`src/rtl/cap_pkg.sv`:
```
// Package: shared types and the edge-code decoder for the capture timer.
// Assumes the edge code is 3 bits wide; every 3-bit value is meaningful.
package cap_pkg;

    typedef struct packed {
        logic cap_rise;
        logic cap_fall;
        logic clr_rise;
        logic clr_fall;
    } edge_ctl_t;

    // Split an edge code into independent capture and clear enables.
    function automatic edge_ctl_t decode_edge(input logic [2:0] code);
        edge_ctl_t d;
        d.cap_rise = code[2] | ~code[0];
        d.cap_fall = code[2] | code[0];
        d.clr_rise = (code == 3'b010) | (code == 3'b101) | (code == 3'b111);
        d.clr_fall = (code == 3'b011) | (code == 3'b110) | (code == 3'b111);
        return d;
    endfunction

endpackage

```
`src/rtl/cap_sync.sv`:
```
// Module: two-flop synchroniser followed by a rising/falling edge detector.
// Assumes the input is held low during reset; the edge pulses last one cycle.
module cap_sync (
    input  logic clk,
    input  logic rst_n,
    input  logic din_async,
    output logic rise,
    output logic fall
);
    logic s1_q, s2_q, prev_q;

    // Resynchronise the pin and remember the previous synchronised level.
    always_ff @(posedge clk) begin
        if (!rst_n) begin
            s1_q   <= 1'b0;
            s2_q   <= 1'b0;
            prev_q <= 1'b0;
        end else begin
            s1_q   <= din_async;
            s2_q   <= s1_q;
            prev_q <= s2_q;
        end
    end

    // Edge pulses come from comparing the current and previous levels.
    always_comb begin
        rise = s2_q & ~prev_q;
        fall = ~s2_q & prev_q;
    end


    rise_from_sync_chk: assert property (@(posedge clk) disable iff (!rst_n)
        rise |-> $past(s1_q));

    fall_from_sync_chk: assert property (@(posedge clk) disable iff (!rst_n)
        fall |-> !$past(s1_q));
endmodule

```
`src/rtl/cap_prescaler.sv`:
```
// Module: clock prescaler that produces a one-cycle tick every LIMIT+1 enabled cycles.
// Assumes the limit is stable while running; a restart returns the phase to zero.
module cap_prescaler #(
    parameter int PSC_W = 8
) (
    input  logic             clk,
    input  logic             rst_n,
    input  logic             run,
    input  logic             restart,
    input  logic [PSC_W-1:0] limit,
    output logic             tick
);
    logic [PSC_W-1:0] cnt_q;

    // A tick is due once the divider count reaches the limit.
    always_comb tick = run & (cnt_q >= limit);

    // Advance the divider while running; hold it while stopped.
    always_ff @(posedge clk) begin
        if (!rst_n) begin
            cnt_q <= '0;
        end else if (run) begin
            if (restart || tick) cnt_q <= '0;
            else                 cnt_q <= cnt_q + 1'b1;
        end
    end


    psc_hold_chk: assert property (@(posedge clk) disable iff (!rst_n)
        !run |=> $stable(cnt_q));

    psc_step_chk: assert property (@(posedge clk) disable iff (!rst_n)
        (run && !tick && !restart) |=> cnt_q == $past(cnt_q) + 1'b1);
endmodule

```
`src/rtl/cap_counter.sv`:
```
// Module: wrapping up-counter with a synchronous clear.
// Assumes the clear request wins over the increment.
module cap_counter #(
    parameter int CNT_W = 16
) (
    input  logic             clk,
    input  logic             rst_n,
    input  logic             run,
    input  logic             clear,
    input  logic             inc,
    output logic [CNT_W-1:0] value
);
    logic [CNT_W-1:0] val_q;

    // Clear or increment the count while running; hold it otherwise.
    always_ff @(posedge clk) begin
        if (!rst_n) begin
            val_q <= '0;
        end else if (run) begin
            if (clear)    val_q <= '0;
            else if (inc) val_q <= val_q + 1'b1;
        end
    end

    assign value = val_q;


    cnt_hold_chk: assert property (@(posedge clk) disable iff (!rst_n)
        !run |=> $stable(val_q));

    cnt_clear_chk: assert property (@(posedge clk) disable iff (!rst_n)
        (run && clear) |=> val_q == '0);
endmodule

```
`src/rtl/edge_capture_timer.sv`:
```
// Module: prescaled 16-bit timer that stores its count on selected pin transitions
// and can clear the counter on a separately selected transition.
// Assumes pin_async is asynchronous; all other inputs are synchronous to clk.
module edge_capture_timer #(
    parameter int CNT_W = 16,
    parameter int PSC_W = 8
) (
    input  logic             clk,
    input  logic             rst_n,
    input  logic             pin_async,
    input  logic             run,
    input  logic [PSC_W-1:0] psc_limit,
    input  logic [2:0]       edge_mode,
    input  logic             pend_clr,
    output logic [CNT_W-1:0] cap_value,
    output logic             cap_pending,
    output logic [CNT_W-1:0] count_value
);
    import cap_pkg::*;

    logic [2:0]       mode_q;
    edge_ctl_t        ctl;
    logic             rise, fall, tick;
    logic             cap_evt, clr_evt;
    logic [CNT_W-1:0] cap_q;
    logic             pend_q;

    // Register the edge code so that it starts at 000 after reset.
    always_ff @(posedge clk) begin
        if (!rst_n) mode_q <= 3'b000;
        else        mode_q <= edge_mode;
    end

    cap_sync u_sync (
        .clk       (clk),
        .rst_n     (rst_n),
        .din_async (pin_async),
        .rise      (rise),
        .fall      (fall)
    );

    // Combine the detected edges with the decoded code into capture and clear events.
    always_comb begin
        ctl     = decode_edge(mode_q);
        cap_evt = run & ((rise & ctl.cap_rise) | (fall & ctl.cap_fall));
        clr_evt = run & ((rise & ctl.clr_rise) | (fall & ctl.clr_fall));
    end

    cap_prescaler #(.PSC_W(PSC_W)) u_psc (
        .clk     (clk),
        .rst_n   (rst_n),
        .run     (run),
        .restart (clr_evt),
        .limit   (psc_limit),
        .tick    (tick)
    );

    cap_counter #(.CNT_W(CNT_W)) u_cnt (
        .clk   (clk),
        .rst_n (rst_n),
        .run   (run),
        .clear (clr_evt),
        .inc   (tick),
        .value (count_value)
    );

    // Store the pre-clear count on a capture event.
    always_ff @(posedge clk) begin
        if (!rst_n)       cap_q <= '0;
        else if (cap_evt) cap_q <= count_value;
    end

    // Keep the pending flag sticky; a new capture wins over a clear pulse.
    always_ff @(posedge clk) begin
        if (!rst_n)        pend_q <= 1'b0;
        else if (cap_evt)  pend_q <= 1'b1;
        else if (pend_clr) pend_q <= 1'b0;
    end

    assign cap_value   = cap_q;
    assign cap_pending = pend_q;


    no_capture_stopped_chk: assert property (@(posedge clk) disable iff (!rst_n)
        $rose(pend_q) |-> $past(run));

    pend_clear_chk: assert property (@(posedge clk) disable iff (!rst_n)
        (pend_clr && !cap_evt) |=> !pend_q);

    pend_set_chk: assert property (@(posedge clk) disable iff (!rst_n)
        cap_evt |=> pend_q);

    cap_precount_chk: assert property (@(posedge clk) disable iff (!rst_n)
        cap_evt |=> cap_q == $past(count_value));
endmodule

```
`config.mk`:
```
export PLATFORM = sky130hd
export DESIGN_NAME = edge_capture_timer
export DESIGN_NICKNAME = d
export VERILOG_FILES = /design/src/rtl/cap_pkg.sv /design/src/rtl/cap_sync.sv /design/src/rtl/cap_prescaler.sv /design/src/rtl/cap_counter.sv /design/src/rtl/edge_capture_timer.sv
export SDC_FILE = /design/constraint.sdc
export NUM_CORES = 1
export LEC_CHECK = 0
export BUFFER_PORTS_ARGS = -buffer_cell sky130_fd_sc_hd__buf_2
export CORE_MARGIN = 10
export CORE_UTILIZATION = 50
export CTS_BUF_LIST = sky130_fd_sc_hd__clkbuf_8 sky130_fd_sc_hd__clkbuf_16
export DETAILED_ROUTE_END_ITERATION = 16
export GPL_TIMING_DRIVEN = 0
export PLACE_DENSITY = 0.8
export SLEW_MARGIN = 20
export SYNTH_ARGS = -nofsm -noshare
export SYNTH_HDL_FRONTEND = slang
export SYNTH_SLANG_ARGS = --single-unit
```
`constraint.sdc`:
```
create_clock -name clk -period 4.2 [get_ports clk]
set_clock_uncertainty 0.05 [all_clocks]
set_input_delay 0.21 -clock clk [delete_from_list [all_inputs] [get_ports clk]]
set_output_delay 0.21 -clock clk [all_outputs]
set_load 0.01 [all_outputs]
```
-- After elaboration in Yosys (flattened, before gate mapping)
Index checks and enable logic that the tools add are counted.
- muxes and demuxes: 5
- magnitude comparators: 1
- add/subtract/negate cells: 2
- bitwise operators: 20
- eq/ne operators: 5
- reduce and logical (&&, ||, !) cells: 4
- operators by type and width (cell ; count):
    2-to-1 mux 16 bit ; 2
    adder 16 x 1 -> 16 bit (second input constant) ; 1
    AND 1 bit ; 9
    == test 3 bit (second input constant) ; 3
    adder 8 x 1 -> 8 bit (second input constant) ; 1
    >= comparator 8 bit ; 1
    2-to-1 mux 8 bit ; 1
    OR 1 bit ; 8
    == test 3 x 2 -> 1 bit (second input constant) ; 2
    nonzero test 2 bit ; 2
    inverter 1 bit ; 3
    2-to-1 mux 1 bit ; 2
    AND reduction 2 bit ; 1
    logical OR 1 bit ; 1
- input bits: 16
- output and inout bits: 33
- bits in registers: 47
- word-level logic and storage cells: 45

-- Depth between registers and ports, before layout
Gate-level depths: netlist of the first run.
- depth in word-level cells: 8
- mapped depth: 9
- depth with buffers taken out: 7

-- Hierarchy
From an unflattened synthesis of the first run, not the netlist that was laid out.
- cells, all modules: 257
- area total of the unflattened synthesis: 2324.7 µm²
- by module, submodules not included (module ; instances ; cells an instance ; area an instance (µm²) ; seq. area each (µm²)):
    edge_capture_timer ; 1 ; 87 ; 838.3 ; 400.4
    cap_counter ; 1 ; 91 ; 769.5 ; 320.3
    cap_prescaler ; 1 ; 71 ; 625.6 ; 160.2
    cap_sync ; 1 ; 8 ; 91.3 ; 60.1

-- Least setup slack after synthesis of the first run
Ideal clock, no wire load.
- path kind: register -> register
- start: register u_psc.cnt_q[0]
- end: register u_cnt.val_q[3] (netlist: u_cnt.value[3])
- clock period less this slack: 2085 ps
- arrival: 1912 ps
- path slack: 2115 ps
- data required time: 4027 ps
- stages on the path, launching flop included: 10
- path buffers: 2
- cells stage by stage: dfxtp_1 > inv_1 > ha_1 > nand2b_4 > a2111oi_2 > a2bb2oi_2 > buf_6 > buf_6 > o21ai_1 > nor3b_2
- cells in the longest elaborated chain, start to end: 4
- ends and longest elaborated chain (item ; RTL line ; source):
    start: declaration ; cap_prescaler.sv:13 ; logic [PSC_W-1:0] cnt_q;
    start signal: assignment ; cap_prescaler.sv:24 ; else cnt_q <= cnt_q + 1'b1;
    >= comparator 8 bit ; cap_prescaler.sv:16 ; always_comb tick = run & (cnt_q >= limit);
    AND 1 bit ; cap_prescaler.sv:16 ;
    nonzero test 2 bit (no line) ; n/a ;
    AND reduction 2 bit (no line) ; n/a ;
    end signal: assignment ; cap_counter.sv:21 ; else if (inc) val_q <= val_q + 1'b1;
    end: declaration ; cap_counter.sv:13 ; logic [CNT_W-1:0] val_q;
No other way between the ends.
A chain may end at the register's enable or synchronous reset.

-- Worst setup path after layout of the first run
- start: register u_psc.cnt_q[0]
- end: register u_psc.cnt_q[0]
- cells in the longest elaborated chain, start to end: 4
- elaborated cells between the ends (all ways): 5
- classes of those cells: add/sub: 1; order compare: 1; mux: 1; bitwise: 1; reduce/logical: 1
- ends and longest elaborated chain (item ; RTL line ; source):
    >= comparator 8 bit ; cap_prescaler.sv:16 ;
    AND 1 bit ; cap_prescaler.sv:16 ;
    logical OR 1 bit ; cap_prescaler.sv:23 ; if (restart || tick) cnt_q <= '0;
    2-to-1 mux 8 bit (*) ; cap_prescaler.sv:23 ;
Mark *: on every way between the ends. The rest lies on a longest branch, timed or not.

==> summary.md, run 1 <==
| Metric | Value |
|---|---|
| Status | complete, no violations |
| Via count | 1897 |
| Cts repair resizes | 0 |
| Fin util | 0.599 |
| Core footprint | 4320 um2 |
| Number of enable flip-flop cells after synthesis | 0 |
| Cts hold-fix bufs | 0 |
| Most common cell in the netlist | dfxtp_1 |
| Clock buffer depth | 2 |
| Worst Setup Start Kind | register |
| Worst hold slack | around 0.070 ns |
| Post-synth ARST share | 0 |
| Fmax | 419 MHz |
| Area occupied by multi-input gates | 1130 um2 |
| Minimum clock period | around 2.4 ns |
| Critical-path top delay cell | a2111oi_2 |
| # setup viols final | 0 |
| TritonCTS clock tree | built |
| Overall Power | 758 uW |
| Worst path cell trace | inv_1 > ha_1 > nand2b_4 > a2111oi_2 > a2bb2oi_2 > buf_6 > buf_8 > nand4_1 > a21oi_1 |
| Clock root buffer | clkbuf_8 |
| Global-route wire length before repair | 8.31 mm |
| Ratio of cells with drive above 1 in the final layout | 0.236 |
| Slew @ Worst Pin | between 0.5 and 0.6 ns |
| Clock Latency Late Sink | 0.30 ns |
| Die H | about 86 um |
| Synth Flop Type | dfxtp_1 |
| Post-CTS setup buffer count | 0 |
| Register area | 941 um2 |
| Synth top area share | 0.427 |
| Via/cell ratio | 5.51 |
| CP max stage delay | approximately 0.46 ns |
| Area growth from synthesis to layout | 17.5% |
| WS Path Type | reg -> reg |
| Largest net degree at the start of global routing | 14 |
| Clock-pin transition on the worst setup and hold timing paths | 0.09 ns |
| Cell taking the most area after synthesis | dfxtp_1 |
| Global route overflow | 0 |
| Clock sink count | 47 |
| Syn Std Cell Area | 2200 um2 |
| Wire per inst | 14.8 um |
| ANT nets after route | 0 |
| Synthesized area per cell | 9.34 um2 |
| Yosys reg bits | 47 |
| Total of max-cap violations | 0 |
| HP Class | in -> reg |
| GP Congestion | a little under 0.8 |
| Power Dens Cells | between 200 and 300 nW/um2 |
| Final setup margin | about 1.8 ns |
| Number of CTS-inserted buffers | 5 |
| VDD IR-drop max | roughly 0.22 mV |
| Die area | 7460 um2 |
| Row cnt | 24 |
| Met3 WL | roughly 470 um |
| Number of global-route vias before repair | 1855 |
| Post-DP HPWL | 3.86 mm |
| Synth area leaders | dfxtp_1 (43%), mux2i_1 (6.4%), ha_1 (5.7%) |
| Leakage | 0.00119 uW |
| Setup WS pre-CTS | 1.85 ns |
| Worst EP arrival | 2.57 ns |
| Setup TNS | 0 ns |
| Total iterations of the first detailed-routing run | 4 |
| Synth Instances | 236 |
| Filler cells | 403 |
| Total Routing Usage GR | 0.134 |
| Net count of the mapped netlist | 262 |
| Top Layer Used | met4 |
| Final period util | 0.569 |
| Die width | 86.4 um |
| Wire length on met2 | 2.31 mm |
| Synth cell count leaders | dfxtp_1 (47), nor2_1 (27), a21oi_1 (18), inv_1 (16), mux2i_1 (14) |
| YS warnings | 0 |
| Cell variety after synth | 42 |
| Final hold vios | 0 |
| Slew Limit Fails | 0 |
| Crit path capture type | register |
| Worst-path maximum fanout | 10 |
| Starting Density | 0.510 |
| Starting DRT DRC Count | 149 |
| Layout Nets | 317 |
| Input/output buffers | 48 |
| Worst Path Required | about 4.4 ns |
| Diode count | 0 |
| DRC errors left | 0 |
| RSZ-0062 raised after global routing | false |
| Post-synthesis sequential area ratio | 0.427 |
| Slew HR | 0.665 |
| Total Wirelength | between 5 and 6 mm |
| Initial antenna violation count | 0 |
| WL met1 | roughly 2.3 mm |
| Io pins | 49 |
| Max H-tree Level | 2 |
## logic make-up (layout without fill, tap and decap cells)
family	count (synthesis)	count (layout)	share of synthesized area
AO/OA/AOI/OAI	47	47	0.152
XOR/XNOR	8	8	0.0318
adder cells (fa/ha/maj)	10	10	0.0568
buffers and inverters	27	83	0.0596
flip-flops	47	47	0.427
multiplexers	14	14	0.0636
AND/OR/NAND/NOR	83	83	0.209
## area by class of cell
type,instances,area share
Buffer,11,0.0275
Clock buffer,5,0.0266
Clock inverter,3,0.00483
Inverter,16,0.0232
Multi-Input combinational cell,162,0.437
Sequential cell,47,0.363
Tap cell,52,0.0251
Timing Repair Buffer,48,0.0928
## metal layers
layer / up-vias / global-route usage
li1: 958 / -
met1: 872 / 0.166
met2: 62 / 0.207
met3: 5 / 0.0525
met4: 0 / 0.0412
met5: - / 0
## final timing paths
path / startpoint / to / slack (ns) / cells past startpoint
hold reg to reg: u_sync.s1_q / u_sync.s2_q / 0.39 / 1
setup reg to reg: u_psc.cnt_q[0] / u_psc.cnt_q[0] / 1.81 / 9
setup / recovery: u_psc.cnt_q[0] / u_psc.cnt_q[0] / 1.81 / 9
hold / removal: edge_mode[0] / mode_q[0] / 0.07 / 2
## metrics by stage
step,instance area [um2],instances
after floorplan,2200,236
after global placement,2510,336
final,2590,344
after detailed placement,2510,336
after CTS,2590,344
after global routing,2590,344
## cell usage in the layout (no fill, tap or decap), types with 6 or more instances in the layout
cell      n
a21oi_1  18
and2_1    7
buf_2    51
dfxtp_1  47
ha_1     10
inv_1    18
mux2i_1  14
nand2_1  11
nand3_1   6
nand4_1   7
nor2_1   27
o31ai_1  13
or4_1    12
## power by group
group	switching [uW]	leakage (uW)	total, uW	internal, uW
logic	26.0	0.000763	48.1	22.1
clock network	144	0.0000505	256	112
registers	3.95	0.000380	454	450
total	174	0.00119	758	584
## flip-flops by register name, indices dropped and copies added (netlist names)
signal	count
mode_q	3
u_cnt.value	16
u_sync.s2_q	1
u_psc.cnt_q	8
u_sync.prev_q	1
cap_value	16
u_sync.s1_q	1
cap_pending	1
## critical path: cells and delay by family (launching register included)
kind | cells | cell delay [ns]
AOI/OAI and AO/OA | 3 | 0.94
adders and majority gates | 1 | 0.27
buffers and inverters | 3 | 0.41
DFF | 1 | 0.39
and+or+nand+nor | 2 | 0.25
(Power assumes the default switching activity.)
==> run 2: changes to the inputs <==
clock period = 2.4 ns   (was 4.2 ns; I/O delays follow)
==> run 2 against run 1 <==
Final area up 2.8%; flip-flop and latch count unchanged; die area unchanged; worst hold slack worse by 0.039 ns; highest routed layer unchanged; critical path type unchanged; critical endpoint is now u_cnt.value[3].
==> summary.md, run 2 (same netlist as run 1, synthesis figures left out) <==
| Metric | Value |
|---|---|
| Leakage | 0.00122 uW |
| Layout Nets | 322 |
| ANT nets after route | 0 |
| Worst path cell trace | inv_1 > ha_1 > nand2b_4 > a2111oi_4 > a2bb2oi_4 > buf_6 > buf_6 > o21ai_1 > nor3b_2 |
| Worst Path Required | around 2.5 ns |
| Via count | 1952 |
| # setup viols final | 0 |
| Clock-pin transition on the worst setup and hold timing paths | 0.09 ns |
| Status | complete, no violations |
| Fmax | 441 MHz |
| Reg-to-Reg Start | u_psc.cnt_q[0] |
| Register area | between 900 and 1000 um2 |
| Post-DP HPWL | 3.86 mm |
| Power Dens Cells | 502 nW/um2 |
| Max H-tree Level | 2 |
| Hold EP | cap_pending |
| Via/cell ratio | 5.59 |
| Area growth from synthesis to layout | 20.8% |
| Setup TNS | 0 ns |
| Worst r2r path cells | 9 |
| Diode count | 0 |
| Io pins | 49 |
| GR Layer Usage met2 | 0.215 |
| Crit path capture type | register |
| Worst-path maximum fanout | 10 |
| Core footprint | 4320 um2 |
| HP Class | in -> reg |
| Filler cells | 395 |
| Starting Density | 0.510 |
| DRC errors left | 0 |
| Most common cell after layout, fill and taps aside | buf_2 |
| Ratio of cells with drive above 1 in the final layout | 0.236 |
| Number of global-route vias before repair | 1875 |
| GP Congestion | 0.782 |
| Hold path depth | 3 |
| Dpl cells | 336 |
| Minimum clock period | 2.27 ns |
| Area occupied by multi-input gates | 1150 um2 |
| Met3 Track Usage GR | 0.0516 |
| Wire per inst | roughly 15 um |
| Total of max-cap violations | 0 |
| Clock sink count | 47 |
| Busiest metal layer after global routing | met2 |
| Most frequent cells in the layout | buf_2 (51), dfxtp_1 (47), nor2_1 (27), inv_1 (18), a21oi_1 (18) |
| Clock root buffer | clkbuf_8 |
| Beginning of the worst hold path | pend_clr |
| Slew Limit Fails | 0 |
| Met1 GRT Util | 0.167 |
| Global route overflow | 0 |
| Die H | 86.4 um |
| WS Path Type | reg -> reg |
| Input/output buffers | 48 |
| TritonCTS clock tree | built |
| Worst EP arrival | 2.40 ns |
| Final hold vios | 0 |
| Total iterations of the first detailed-routing run | 4 |
| Slew @ Worst Pin | 0.502 ns |
| Final period util | 0.945 |
| Number of CTS-inserted buffers | 5 |
| Die area | roughly 7500 um2 |
| Most used cell, CP | buf_6 |
| Global-route wire length before repair | 8.47 mm |
| Worst Setup Start Kind | register |
| Clock Latency Late Sink | approximately 0.30 ns |
| Slew HR | 0.665 |
| CP max stage delay | 0.43 ns |
| Clock buffer depth | 2 |
| Total Wirelength | 5.28 mm |
| Layout Cells excl Fill | between 300 and 400 |
| Row cnt | 24 |
| Critical path origin | u_psc.cnt_q[0] |
| Initial antenna violation count | 0 |
| Total Routing Usage GR | 0.136 |
| R2R setup slack | 0.13 ns |
| RSZ-0062 raised after global routing | false |
| Die width | 86.4 um |
| Largest net degree at the start of global routing | 14 |
| VDD IR-drop max | 0.389 mV |
| Starting DRT DRC Count | around 160 |
| Worst R2R End | u_cnt.value[3] |
| Critical-path top delay cell | a2111oi_4 |
run 2: cell count changes in the layout (fill, tap and decap cells not counted), sizes merged:
cell / change
dlygate4sd3: +4
buf: +1
run 2: routing by layer:
layer / up-vias / share of wire
li1: 972 / -
met5: - / 0
met2: 86 / 0.45
met1: 882 / 0.43
met4: 0 / 0.016
met3: 12 / 0.10
run 2: cell type report:
cell class | instances | area share
timing repair buffer | 53 | 0.108
clock inverter | 3 | 0.00470
tap | 52 | 0.0244
clock buffer | 5 | 0.0259
sequential | 47 | 0.354
inverter | 16 | 0.0226
multi-input combinational | 162 | 0.434
buffer | 11 | 0.0268
run 2: how the worst max path moves through the flow:
stage | cells after the start | endpoint | slack, ns
finish | 9 | u_cnt.value[3] | 0.13
global route | 9 | u_cnt.value[2] | 0.03
CTS | 9 | u_cnt.value[3] | 0.02
detailed placement | 9 | u_cnt.value[3] | 0.05
global placement | 9 | u_cnt.value[3] | 0.07
floorplan | 9 | u_cnt.value[3] | 0.32
run 2: report_power, final:
part           switching (uW)  internal, uW
registers                6.84           787
logic                    49.8          47.1
clock network             248           196
total                     305          1030
run 2: per-stage QoR:
stage	worst slack [ns]	instance area, um2	power, uW	utilization	hold WS (ns)
6_report	0.133	2660	1340	0.615	0.0316
5_1_grt	0.0258	2660	1390	0.615	0.0439
4_1_cts	0.0206	2630	1340	0.608	0.0367
3_5_place_dp	0.0458	2510	897	0.580	0.280
3_3_place_gp	0.0748	2510	895	0.580	0.278
2_1_floorplan	0.315	2200	869	-	0.192
run 2: worst max-delay path, delay by kind of cell (launching register included):
family                     cells  cell delay, ns
adders and majority gates      1            0.27
AOI/OAI and AO/OA              3            0.72
buffers and inverters          3            0.41
and+or+nand+nor                2            0.32
DFF                            1            0.39
run 2: repair_timing:
action,4_1_cts,5_1_grt
setup buffers,0,1
resized for setup,0,2
hold endpoints to repair,4,0
hold buffers,4,0
setup endpoints to repair,0,24
==> run 3: changes to the inputs <==
RECOVER_POWER = 50   (was default)
==> run 3 against run 2 <==
Final area decreased by 1.6%; sequential share of layout area rose by 0.56 points; critical path depth unchanged; register-to-register slack is essentially flat; worst hold slack worse by 0.0012 ns; via count is 0.26% higher; combinational power hardly changed; die area unchanged; worst setup slack lost 0.0057 ns; first-iteration DRC count rose by 6.8%; clock power is essentially flat; highest routed layer unchanged.
==> summary.md, run 3 (same netlist as run 1, synthesis figures left out) <==
| Metric | Value |
|---|---|
| Status | complete, no violations |
| ANT nets after route | 0 |
| Via count | 1957 |
| Most frequent cells in the layout | dfxtp_1 (47), clkbuf_1 (37), nor2_1 (27) |
| Die H | 86.4 um |
| Initial antenna violation count | 0 |
| Dpl cells | 336 |
| Number of CTS-inserted buffers | 5 |
| Total Wirelength | 5.29 mm |
| Leakage | 0.00108 uW |
| Layout Cells excl Fill | 349 |
| Ratio of cells with drive above 1 in the final layout | 0.125 |
| Starting DRT DRC Count | 172 |
| Area growth from synthesis to layout | 18.9% |
| Final hold vios | 0 |
| Core footprint | approximately 4300 um2 |
| Slew Limit Fails | 0 |
| TritonCTS clock tree | built |
| Total iterations of the first detailed-routing run | 4 |
| RSZ-0062 raised after global routing | false |
| Crit path capture type | register |
| Total Routing Usage GR | 0.136 |
| VDD IR-drop max | 0.387 mV |
| Worst Setup Start Kind | register |
| Design area | 2620 um2 |
| Worst EP arrival | approximately 2.4 ns |
| Minimum clock period | between 2 and 2.5 ns |
| Starting Density | 0.510 |
| Via/cell ratio | 5.61 |
| Global route overflow | 0 |
| Clock Latency Late Sink | 0.30 ns |
| Largest net degree at the start of global routing | 14 |
| # setup viols final | 0 |
| Slew @ Worst Pin | 0.504 ns |
| Io pins | 49 |
| Die area | 7460 um2 |
| Die width | roughly 86 um |
| Diode count | 0 |
| Setup WS pre-CTS | 0.0458 ns |
| Clock sink count | 47 |
| Slew HR | 0.664 |
| Clock-pin transition on the worst setup and hold timing paths | 0.09 ns |
| Input/output buffers | 48 |
| Number of global-route vias before repair | 1875 |
| Most common cell after layout, fill and taps aside | dfxtp_1 |
| Global-route wire length before repair | 8.47 mm |
| Row cnt | 24 |
| Clock root buffer | clkbuf_8 |
| Final period util | 0.947 |
| Layout Nets | 322 |
| Fmax | between 400 and 500 MHz |
| Wire per inst | 15.1 um |
| Worst-path maximum fanout | 10 |
| Power Dens Cells | 511 nW/um2 |
| WS Path Type | reg -> reg |
| Max H-tree Level | 2 |
| DRC errors left | 0 |
| Worst Path Required | 2.53 ns |
| Post-DP HPWL | 3.86 mm |
| HP Class | in -> reg |
| Post-DP Area | 2510 um2 |
| Final setup margin | 0.127 ns |
| Setup TNS | 0 ns |
| Total of max-cap violations | 0 |
| GP Congestion | 0.782 |
| Clock buffer depth | 2 |
==> run 3: repair_timing <==
item | CTS | global route
setup buffers | 0 | 1
hold endpoints to repair | 4 | 0
hold buffers | 4 | 0
resized for setup | 0 | 2
setup endpoints to repair | 0 | 24
==> run 3: worst max-delay path, stage by stage (launching register included) <==
cell       delay, ns
dfxtp_1         0.39
inv_1           0.09
ha_1            0.27
nand2b_4        0.15
a2111oi_4       0.43
a2bb2oi_4       0.23
buf_6           0.17
buf_6           0.15
o21ai_1         0.06
nor3b_2         0.17
==> run 3: per-layer routing <==
| layer | part of all wire | vias up | GRT usage |
|---|---|---|---|
| li1 | - | 970 | - |
| met1 | 0.44 | 903 | 0.167 |
| met2 | 0.46 | 75 | 0.215 |
| met3 | 0.093 | 9 | 0.0516 |
| met4 | 0.012 | 0 | 0.0412 |
| met5 | 0 | - | 0 |
==> run 3: report_power, final <==
group | switching [uW] | internal [uW]
clock | 251 | 196
sequential | 6.87 | 787
combinational | 50.0 | 47.0
total | 308 | 1030
==> run 3: area by class of cell <==
class                   count  area, um2
clock buffers               5       68.8
fillers                   415       1700
flip-flops and latches     47        941
well taps                  52       65.1
repair buffers             53        246
multi-input cells         162       1150
plain buffers              11       71.3
clock inverters             3       12.5
inverters                  16       60.1
==> run 3: final timing paths <==
| kind | from | to | slack, ns | cells past startpoint |
|---|---|---|---|---|
| hold reg to reg | u_sync.s1_q | u_sync.s2_q | 0.39 | 1 |
| setup reg to reg | u_psc.cnt_q[0] | u_cnt.value[3] | 0.13 | 9 |
| hold / removal | pend_clr | cap_pending | 0.03 | 3 |
| setup / recovery | u_psc.cnt_q[0] | u_cnt.value[3] | 0.13 | 9 |
==> run 3: per-stage QoR <==
stage / utilization / total power, uW / hold WS [ns]
detailed placement: 0.580 / 897 / 0.280
finish: 0.606 / 1340 / 0.0303
floorplan: - / 869 / 0.192
global route: 0.606 / 1390 / 0.0439
CTS: 0.608 / 1340 / 0.0367
global placement: 0.580 / 895 / 0.278
